[src/rtl/cdr_pkg.sv]
package cdr_pkg;

    typedef enum logic [1:0] {
        ST_FREE  = 2'd0,
        ST_TRACK = 2'd1,
        ST_BYP   = 2'd2
    } cdr_st_t;

endpackage

[src/rtl/cdr_edge_sync.sv]
module cdr_edge_sync (
    input  logic clk,
    input  logic rst_n,
    input  logic pos_i,
    input  logic neg_i,
    output logic p_q_o,
    output logic n_q_o,
    output logic lead_o
);

    logic p_q, n_q, any_q;

    always_ff @(posedge clk or negedge rst_n) begin
        if (!rst_n) begin
            p_q   <= 1'b0;
            n_q   <= 1'b0;
            any_q <= 1'b0;
        end else begin
            p_q   <= pos_i;
            n_q   <= neg_i;
            any_q <= p_q | n_q;
        end
    end

    assign p_q_o  = p_q;
    assign n_q_o  = n_q;
    assign lead_o = (p_q | n_q) & ~any_q;

endmodule

[src/rtl/cdr_phase_fsm.sv]
module cdr_phase_fsm
    import cdr_pkg::*;
#(
    parameter int PH_W      = 4,
    parameter int LOSS_BITS = 24
) (
    input  logic            clk,
    input  logic            rst_n,
    input  logic            byp_req_i,
    input  logic            lead_i,
    output cdr_st_t         st_o,
    output logic [PH_W-1:0] ph_o,
    output logic            snap_o
);

    localparam logic [PH_W-1:0] PH_MID = PH_W'(1) << (PH_W - 1);
    localparam logic [PH_W-1:0] PH_MAX = '1;
    localparam int              ZC_W   = $clog2(LOSS_BITS + 1);
    localparam logic [ZC_W-1:0] ZC_END = ZC_W'(LOSS_BITS - 1);

    cdr_st_t          st_q, st_d;
    logic [PH_W-1:0]  ph_q, ph_d, ph_nudge;
    logic [ZC_W-1:0]  zc_q, zc_d;
    logic             loss_hit;

    assign loss_hit = (st_q == ST_TRACK) && !lead_i && (ph_q == PH_MAX) && (zc_q == ZC_END);

    // state register
    always_ff @(posedge clk or negedge rst_n) begin
        if (!rst_n) st_q <= ST_FREE;
        else        st_q <= st_d;
    end

    // next state
    always_comb begin
        st_d = st_q;
        unique case (st_q)
            ST_BYP:   st_d = byp_req_i ? ST_BYP : ST_FREE;
            ST_FREE:  begin
                if (byp_req_i)   st_d = ST_BYP;
                else if (lead_i) st_d = ST_TRACK;
            end
            ST_TRACK: begin
                if (byp_req_i)     st_d = ST_BYP;
                else if (loss_hit) st_d = ST_FREE;
            end
            default:  st_d = ST_FREE;
        endcase
    end

    // phase correction on a leading edge while tracking
    always_comb begin
        if (ph_q == '0)         ph_nudge = PH_W'(1);
        else if (ph_q < PH_MID) ph_nudge = ph_q;
        else                    ph_nudge = ph_q + PH_W'(2);
    end

    // outputs: phase and loss counter
    always_comb begin
        ph_d = ph_q + PH_W'(1);
        zc_d = '0;
        if (byp_req_i || st_q == ST_BYP) begin
            ph_d = '0;
        end else begin
            unique case (st_q)
                ST_FREE:  if (lead_i) ph_d = PH_W'(1);
                ST_TRACK: begin
                    if (lead_i)              ph_d = ph_nudge;
                    else if (ph_q == PH_MAX) zc_d = zc_q + ZC_W'(1);
                    else                     zc_d = zc_q;
                end
                default:  ph_d = '0;
            endcase
        end
    end

    always_ff @(posedge clk or negedge rst_n) begin
        if (!rst_n) begin
            ph_q <= '0;
            zc_q <= '0;
        end else begin
            ph_q <= ph_d;
            zc_q <= zc_d;
        end
    end

    assign st_o   = st_q;
    assign ph_o   = ph_q;
    assign snap_o = (st_q == ST_FREE) && lead_i && !byp_req_i;

    a_r2_phase_step: assert property (@(posedge clk) disable iff (!rst_n)
        (st_q != ST_BYP && !byp_req_i && !lead_i) |=> ph_q == PH_W'($past(ph_q) + PH_W'(1)));

    a_r4_late_hold: assert property (@(posedge clk) disable iff (!rst_n)
        (st_q == ST_TRACK && !byp_req_i && lead_i && ph_q != '0 && ph_q < PH_MID)
            |=> ph_q == $past(ph_q));

    a_r4_early_skip: assert property (@(posedge clk) disable iff (!rst_n)
        (st_q == ST_TRACK && !byp_req_i && lead_i && ph_q >= PH_MID)
            |=> ph_q == PH_W'($past(ph_q) + PH_W'(2)));

    a_r3_snap_phase: assert property (@(posedge clk) disable iff (!rst_n)
        (st_q == ST_FREE && !byp_req_i && lead_i) |=> (ph_q == PH_W'(1) && st_q == ST_TRACK));

endmodule

[src/rtl/cdr_retimer.sv]
module cdr_retimer #(
    parameter int PH_W = 4
) (
    input  logic            clk,
    input  logic            rst_n,
    input  logic            clr_i,
    input  logic            snap_i,
    input  logic [PH_W-1:0] ph_i,
    input  logic            p_i,
    input  logic            n_i,
    output logic            dp_o,
    output logic            dn_o
);

    localparam logic [PH_W-1:0] PH_MID = PH_W'(1) << (PH_W - 1);

    logic sp_q, sn_q, dp_q, dn_q;

    always_ff @(posedge clk or negedge rst_n) begin
        if (!rst_n) begin
            sp_q <= 1'b0;
            sn_q <= 1'b0;
            dp_q <= 1'b0;
            dn_q <= 1'b0;
        end else if (clr_i) begin
            sp_q <= 1'b0;
            sn_q <= 1'b0;
            dp_q <= 1'b0;
            dn_q <= 1'b0;
        end else begin
            if (ph_i == PH_MID) begin
                dp_q <= sp_q;
                dn_q <= sn_q;
            end
            if (snap_i) begin
                sp_q <= p_i;
                sn_q <= n_i;
            end else if (ph_i == PH_MID) begin
                sp_q <= 1'b0;
                sn_q <= 1'b0;
            end else if (ph_i < PH_MID) begin
                sp_q <= sp_q | p_i;
                sn_q <= sn_q | n_i;
            end
        end
    end

    assign dp_o = dp_q;
    assign dn_o = dn_q;

    a_r5_hold_off_centre: assert property (@(posedge clk) disable iff (!rst_n)
        (!clr_i && ph_i != PH_MID) |=> ($stable(dp_q) && $stable(dn_q)));

endmodule

[src/rtl/cdr_channel.sv]
module cdr_channel
    import cdr_pkg::*;
#(
    parameter int PH_W      = 4,
    parameter int LOSS_BITS = 24
) (
    input  logic clk,
    input  logic rst_n,
    input  logic byp_req_i,
    input  logic single_i,
    input  logic pos_i,
    input  logic neg_i,
    output logic rclk_o,
    output logic rp_o,
    output logic rn_o,
    output logic byp_act_o
);

    logic            p_q, n_q, lead, snap, dp, dn;
    logic [PH_W-1:0] ph;
    cdr_st_t         st;

    cdr_edge_sync u_sync (
        .clk    (clk),
        .rst_n  (rst_n),
        .pos_i  (pos_i),
        .neg_i  (neg_i),
        .p_q_o  (p_q),
        .n_q_o  (n_q),
        .lead_o (lead)
    );

    cdr_phase_fsm #(.PH_W(PH_W), .LOSS_BITS(LOSS_BITS)) u_fsm (
        .clk       (clk),
        .rst_n     (rst_n),
        .byp_req_i (byp_req_i),
        .lead_i    (lead),
        .st_o      (st),
        .ph_o      (ph),
        .snap_o    (snap)
    );

    cdr_retimer #(.PH_W(PH_W)) u_ret (
        .clk    (clk),
        .rst_n  (rst_n),
        .clr_i  (st == ST_BYP),
        .snap_i (snap),
        .ph_i   (ph),
        .p_i    (p_q),
        .n_i    (n_q),
        .dp_o   (dp),
        .dn_o   (dn)
    );

    always_comb begin
        if (st == ST_BYP) begin
            rclk_o = p_q ^ n_q;
            rp_o   = p_q;
            rn_o   = n_q;
        end else begin
            rclk_o = ~ph[PH_W-1];
            rp_o   = single_i ? (dp | dn) : dp;
            rn_o   = single_i ? 1'b0 : dn;
        end
    end

    assign byp_act_o = (st == ST_BYP);

    a_r8_raw_pass: assert property (@(posedge clk) disable iff (!rst_n)
        byp_act_o |-> (rp_o == $past(pos_i) && rn_o == $past(neg_i)
                       && rclk_o == ($past(pos_i) ^ $past(neg_i))));

endmodule

[src/rtl/os_cdr_bank.sv]
module os_cdr_bank #(
    parameter int NCH       = 2,
    parameter int PH_W      = 4,
    parameter int LOSS_BITS = 24
) (
    input  logic           clk_os,
    input  logic           rst_n,
    input  logic           force_byp_i,
    input  logic [NCH-1:0] byp_sel_i,
    input  logic [NCH-1:0] single_i,
    input  logic [NCH-1:0] pos_i,
    input  logic [NCH-1:0] neg_i,
    output logic [NCH-1:0] rclk_o,
    output logic [NCH-1:0] rdat_p_o,
    output logic [NCH-1:0] rdat_n_o
);

    logic [NCH-1:0] byp_act;

    for (genvar g = 0; g < NCH; g++) begin : g_ch
        cdr_channel #(.PH_W(PH_W), .LOSS_BITS(LOSS_BITS)) u_ch (
            .clk       (clk_os),
            .rst_n     (rst_n),
            .byp_req_i (force_byp_i | byp_sel_i[g]),
            .single_i  (single_i[g]),
            .pos_i     (pos_i[g]),
            .neg_i     (neg_i[g]),
            .rclk_o    (rclk_o[g]),
            .rp_o      (rdat_p_o[g]),
            .rn_o      (rdat_n_o[g]),
            .byp_act_o (byp_act[g])
        );
    end

    a_r9_force_all: assert property (@(posedge clk_os) disable iff (!rst_n)
        force_byp_i |=> (&byp_act));

endmodule

[config.mk]
export PLATFORM = sky130hd
export DESIGN_NAME = os_cdr_bank
export DESIGN_NICKNAME = d
export VERILOG_FILES = /design/src/rtl/cdr_pkg.sv /design/src/rtl/cdr_edge_sync.sv /design/src/rtl/cdr_phase_fsm.sv /design/src/rtl/cdr_retimer.sv /design/src/rtl/cdr_channel.sv /design/src/rtl/os_cdr_bank.sv
export SDC_FILE = /design/constraint.sdc
export NUM_CORES = 1
export LEC_CHECK = 0
export CAP_MARGIN = 20
export CELL_PAD_IN_SITES_DETAIL_PLACEMENT = 1
export CELL_PAD_IN_SITES_GLOBAL_PLACEMENT = 1
export CORE_UTILIZATION = 40
export DETAILED_ROUTE_END_ITERATION = 10
export DONT_BUFFER_PORTS = 1
export PLACE_DENSITY_LB_ADDON = 0.1
export SLEW_MARGIN = 0
export SYNTH_ARGS = -nofsm -noshare
export SYNTH_HDL_FRONTEND = slang
export SYNTH_HIERARCHICAL = 1
export SYNTH_SLANG_ARGS = --single-unit
[constraint.sdc]
create_clock -name clk_os -period 1.94 [get_ports clk_os]
set_input_delay 0.194 -clock clk_os [delete_from_list [all_inputs] [get_ports clk_os]]
set_output_delay 0.194 -clock clk_os [all_outputs]
set_load 0.02 [all_outputs]
==> impl_metrics.ini <==
[cts]
cts_hold_buf = 6
postCtsSetupBuffers = 0
cts_made_buffers = 5
clockBufferDepth = 2
tritoncts = yes
cts.repair.resized = 0
clk_latency_ns = 0.28
clkTransAtPathRegs_ns = 0.07
clock_sinks = 36
cts-root-buf = clkbuf_8
htree_levels = 2

[setup_path]
worstSetupPathType = reg -> reg
path_cells = inv_1 > ha_1 > nand4bb_1 > nor4_1 > o41ai_1
endpoint_kind = flop
crit_arrival_ns = 1.91
slowest_delay_ns = 0.43
crit_path_start_kind = flop
cp_max_fo = 9
crit_required_ns = 2.08
slowest_stage = dfrtp_1

[routing]
drt_iter0_drc = 110
drt-pass1-iter-count = 4
drc = 0
antenna_left = 0
vias = 1769
wl_per_cell_microns = 17.3
drt-total-wl_mm = 5.36
viasPerCell = 5.71

[global_routing]
grt_pass1_vias = 1842
grt_pass1_wl_mm = 9.03
grt.total_usage_pct = 19.3
grt_start_max_net_pins = 37
grt_overflow_total = 0
grt_antenna_before_repair = 0

[sta]
period_share_pct = 91.1
clock-skew-final_ns = 0.00470
setup_viol = 0
rsz0062_at_grt = no
slew_viol_final = 0
post-route-min-period_ns = 1.77
hold_viol_final = 0
clock.fmax_mhz = 566
tns_ns = 0
max_slew.worst_pin.slew_ns = 0.514
relSlewSlack_pct = 64.8

[finish]
drive_gt1_share_pct = 13.8
insertedDiodeCount = 0
seqCellArea_sq_um = 901
syn_to_final_growth_pct = 11.6
fin_util_pct = 47.7
multi_input_comb_area_sq_um = 1260
nets = 267
fill_cells = 617
final_area_sq_um = 2510

[placed_design]
hpwl_mm = 4.00
place_area_sq_um = 2350
port-buffer-count = 0
gp_congestion = 0.753

[logic_synthesis]
yosys_warnings = 6
synth-seq-cells = 36
synthesis.nets = 253
yosysTopAreaCell = dfrtp_1
ys_seq_area_share_pct = 40.0
synth_top_area_share_pct = 40.0
synth.distinct_cells = 41
avgSynthCellArea_sq_um = 9.97
synthTopCellsByArea = dfrtp_1 (40%), ha_1 (8.9%), a21oi_1 (4.0%)
synth_cells = 226
netlist_area_sq_um = 2250

[pwr]
power_per_cell_area_nw_per_um2 = 751
ir_drop_v = 0.000303
p_leak_uw = 0.00107

[outcome]
status = complete, no violations

[die]
pin_count = 17
start_util_pct = 42.7
rows = 26
fp.dieH_microns = 77.0
dieArea_sq_um = 5930
core_area_sq_um = 5270
die_w_microns = 77.0

[run]
maxCapViolCount = 0

[worst_hold_path]
hold_path_class = in -> reg
==> cell usage after synthesis <==
library cell	instances
xnor2_1	2
or3_1	4
a32o_1	2
nand2_1	20
and2_1	2
and2b_2	2
o21ai_0	4
buf_6	2
mux2i_1	4
nand4_1	6
o211a_1	2
o2111ai_1	2
clkbuf_1	2
xor2_1	6
o41ai_1	6
o31ai_1	2
or2_1	4
o21ai_2	4
nor4b_1	2
nand3b_1	4
a32oi_1	2
nor2_1	12
or4b_4	2
a21oi_1	18
nand3_2	2
or3b_4	2
dfrtp_1	36
o211ai_1	2
or4_1	2
mux2_4	2
inv_1	16
nand3_1	8
o21ba_1	2
nor2b_4	2
o21ba_2	2
ha_1	16
a221o_1	2
a21boi_2	2
nand4bb_1	2
nor2b_1	10
nor4_1	2
==> cell type report <==
class | instances | area share, %
Multi-Input combinational cell | 170 | 50.2
Sequential cell | 36 | 35.8
Timing Repair Buffer | 11 | 4.28
Clock buffer | 7 | 3.83
Tap cell | 70 | 3.48
Inverter | 16 | 2.39
==> through the flow <==
stage	power (uW)	hold WS [ns]	setup WS (ns)	std cells
finish	1890	0.236	0.173	310
global route	2000	0.262	0.0733	310
CTS	1910	0.234	0.153	310
detailed placement	1300	-0.101	0.165	297
global placement	1270	-0.101	0.342	297
floorplan	1190	-0.102	0.389	226
==> registers in the layout, summed over array words and instances, names as in the netlist <==
register / cells
g_ch.u_ch/u_fsm/zc_q: 10
g_ch.u_ch/u_fsm/ph_o: 8
g_ch.u_ch/u_fsm/st_o: 4
g_ch.u_ch/u_ret/dn_o: 2
g_ch.u_ch/u_ret/dp_o: 2
g_ch.u_ch/u_ret/sn_q: 2
g_ch.u_ch/u_ret/sp_q: 2
g_ch.u_ch/u_sync/any_q: 2
g_ch.u_ch/u_sync/n_q_o: 2
g_ch.u_ch/u_sync/p_q_o: 2
==> worst paths after layout <==
path,cells after the start,start,slack (ns),to
worst max-delay path,5,g_ch[1].u_ch/u_fsm/st_o[1],0.17,g_ch[1].u_ch/u_fsm/st_o[0]
worst min-delay path,2,force_byp_i,0.24,g_ch[0].u_ch/u_fsm/st_o[1]
worst max register to register,5,g_ch[1].u_ch/u_fsm/st_o[1],0.17,g_ch[1].u_ch/u_fsm/st_o[0]
worst min register to register,2,g_ch[1].u_ch/u_ret/sp_q,0.52,g_ch[1].u_ch/u_ret/dp_o
max in group asynchronous,2,rst_n,1.38,g_ch[1].u_ch/u_ret/sn_q
min in group asynchronous,2,rst_n,0.37,g_ch[0].u_ch/u_ret/dn_o
==> layout by cell type (no fill, tap or decap), types with 4 or more instances in the layout <==
master,n
nand3_1,8
o21ai_2,4
inv_1,16
xor2_1,6
mux2i_1,4
a21oi_1,18
buf_4,5
ha_1,16
or3_1,4
nor2b_1,10
nand4_1,6
o41ai_1,6
nand2_1,20
clkbuf_8,7
or2_1,4
o21ai_0,4
nor2_1,12
nand3b_1,4
dfrtp_1,36
dlygate4sd3_1,5
==> per-layer routing <==
layer  routed length, microns  share of wire (%)  GRT usage (%)
met1                     2300                 43           22.2
met3                      156                2.9           3.45
met2                     2850                 53           36.3
met5                        0                  0              0
met4                       57                1.1           5.09
==> where the power goes <==
group / switching, uW / internal [uW] / leakage [uW]
clock: 256 / 316 / 0.0000503
sequential: 51.0 / 800 / 0.000476
combinational: 263 / 200 / 0.000544
==> kinds of logic (layout without fill, tap and decap cells) <==
group	after synthesis	in the layout	synth area share, %
simple gates	88	88	23.8
flops	36	36	40.0
xor+xnor	8	8	3.11
mux	6	6	3.11
compound gates	52	52	17.1
buf+inv	20	34	4.00
fa+ha+maj	16	16	8.89
==> worst max-delay path, delay by kind of cell, from the launching register on <==
kind            cells  cell delay [ns]
compound gates      1             0.15
fa+ha+maj           1             0.35
buf+inv             1             0.14
flops               1             0.43
simple gates        2             0.54
Power figures use the tool's default switching activity.
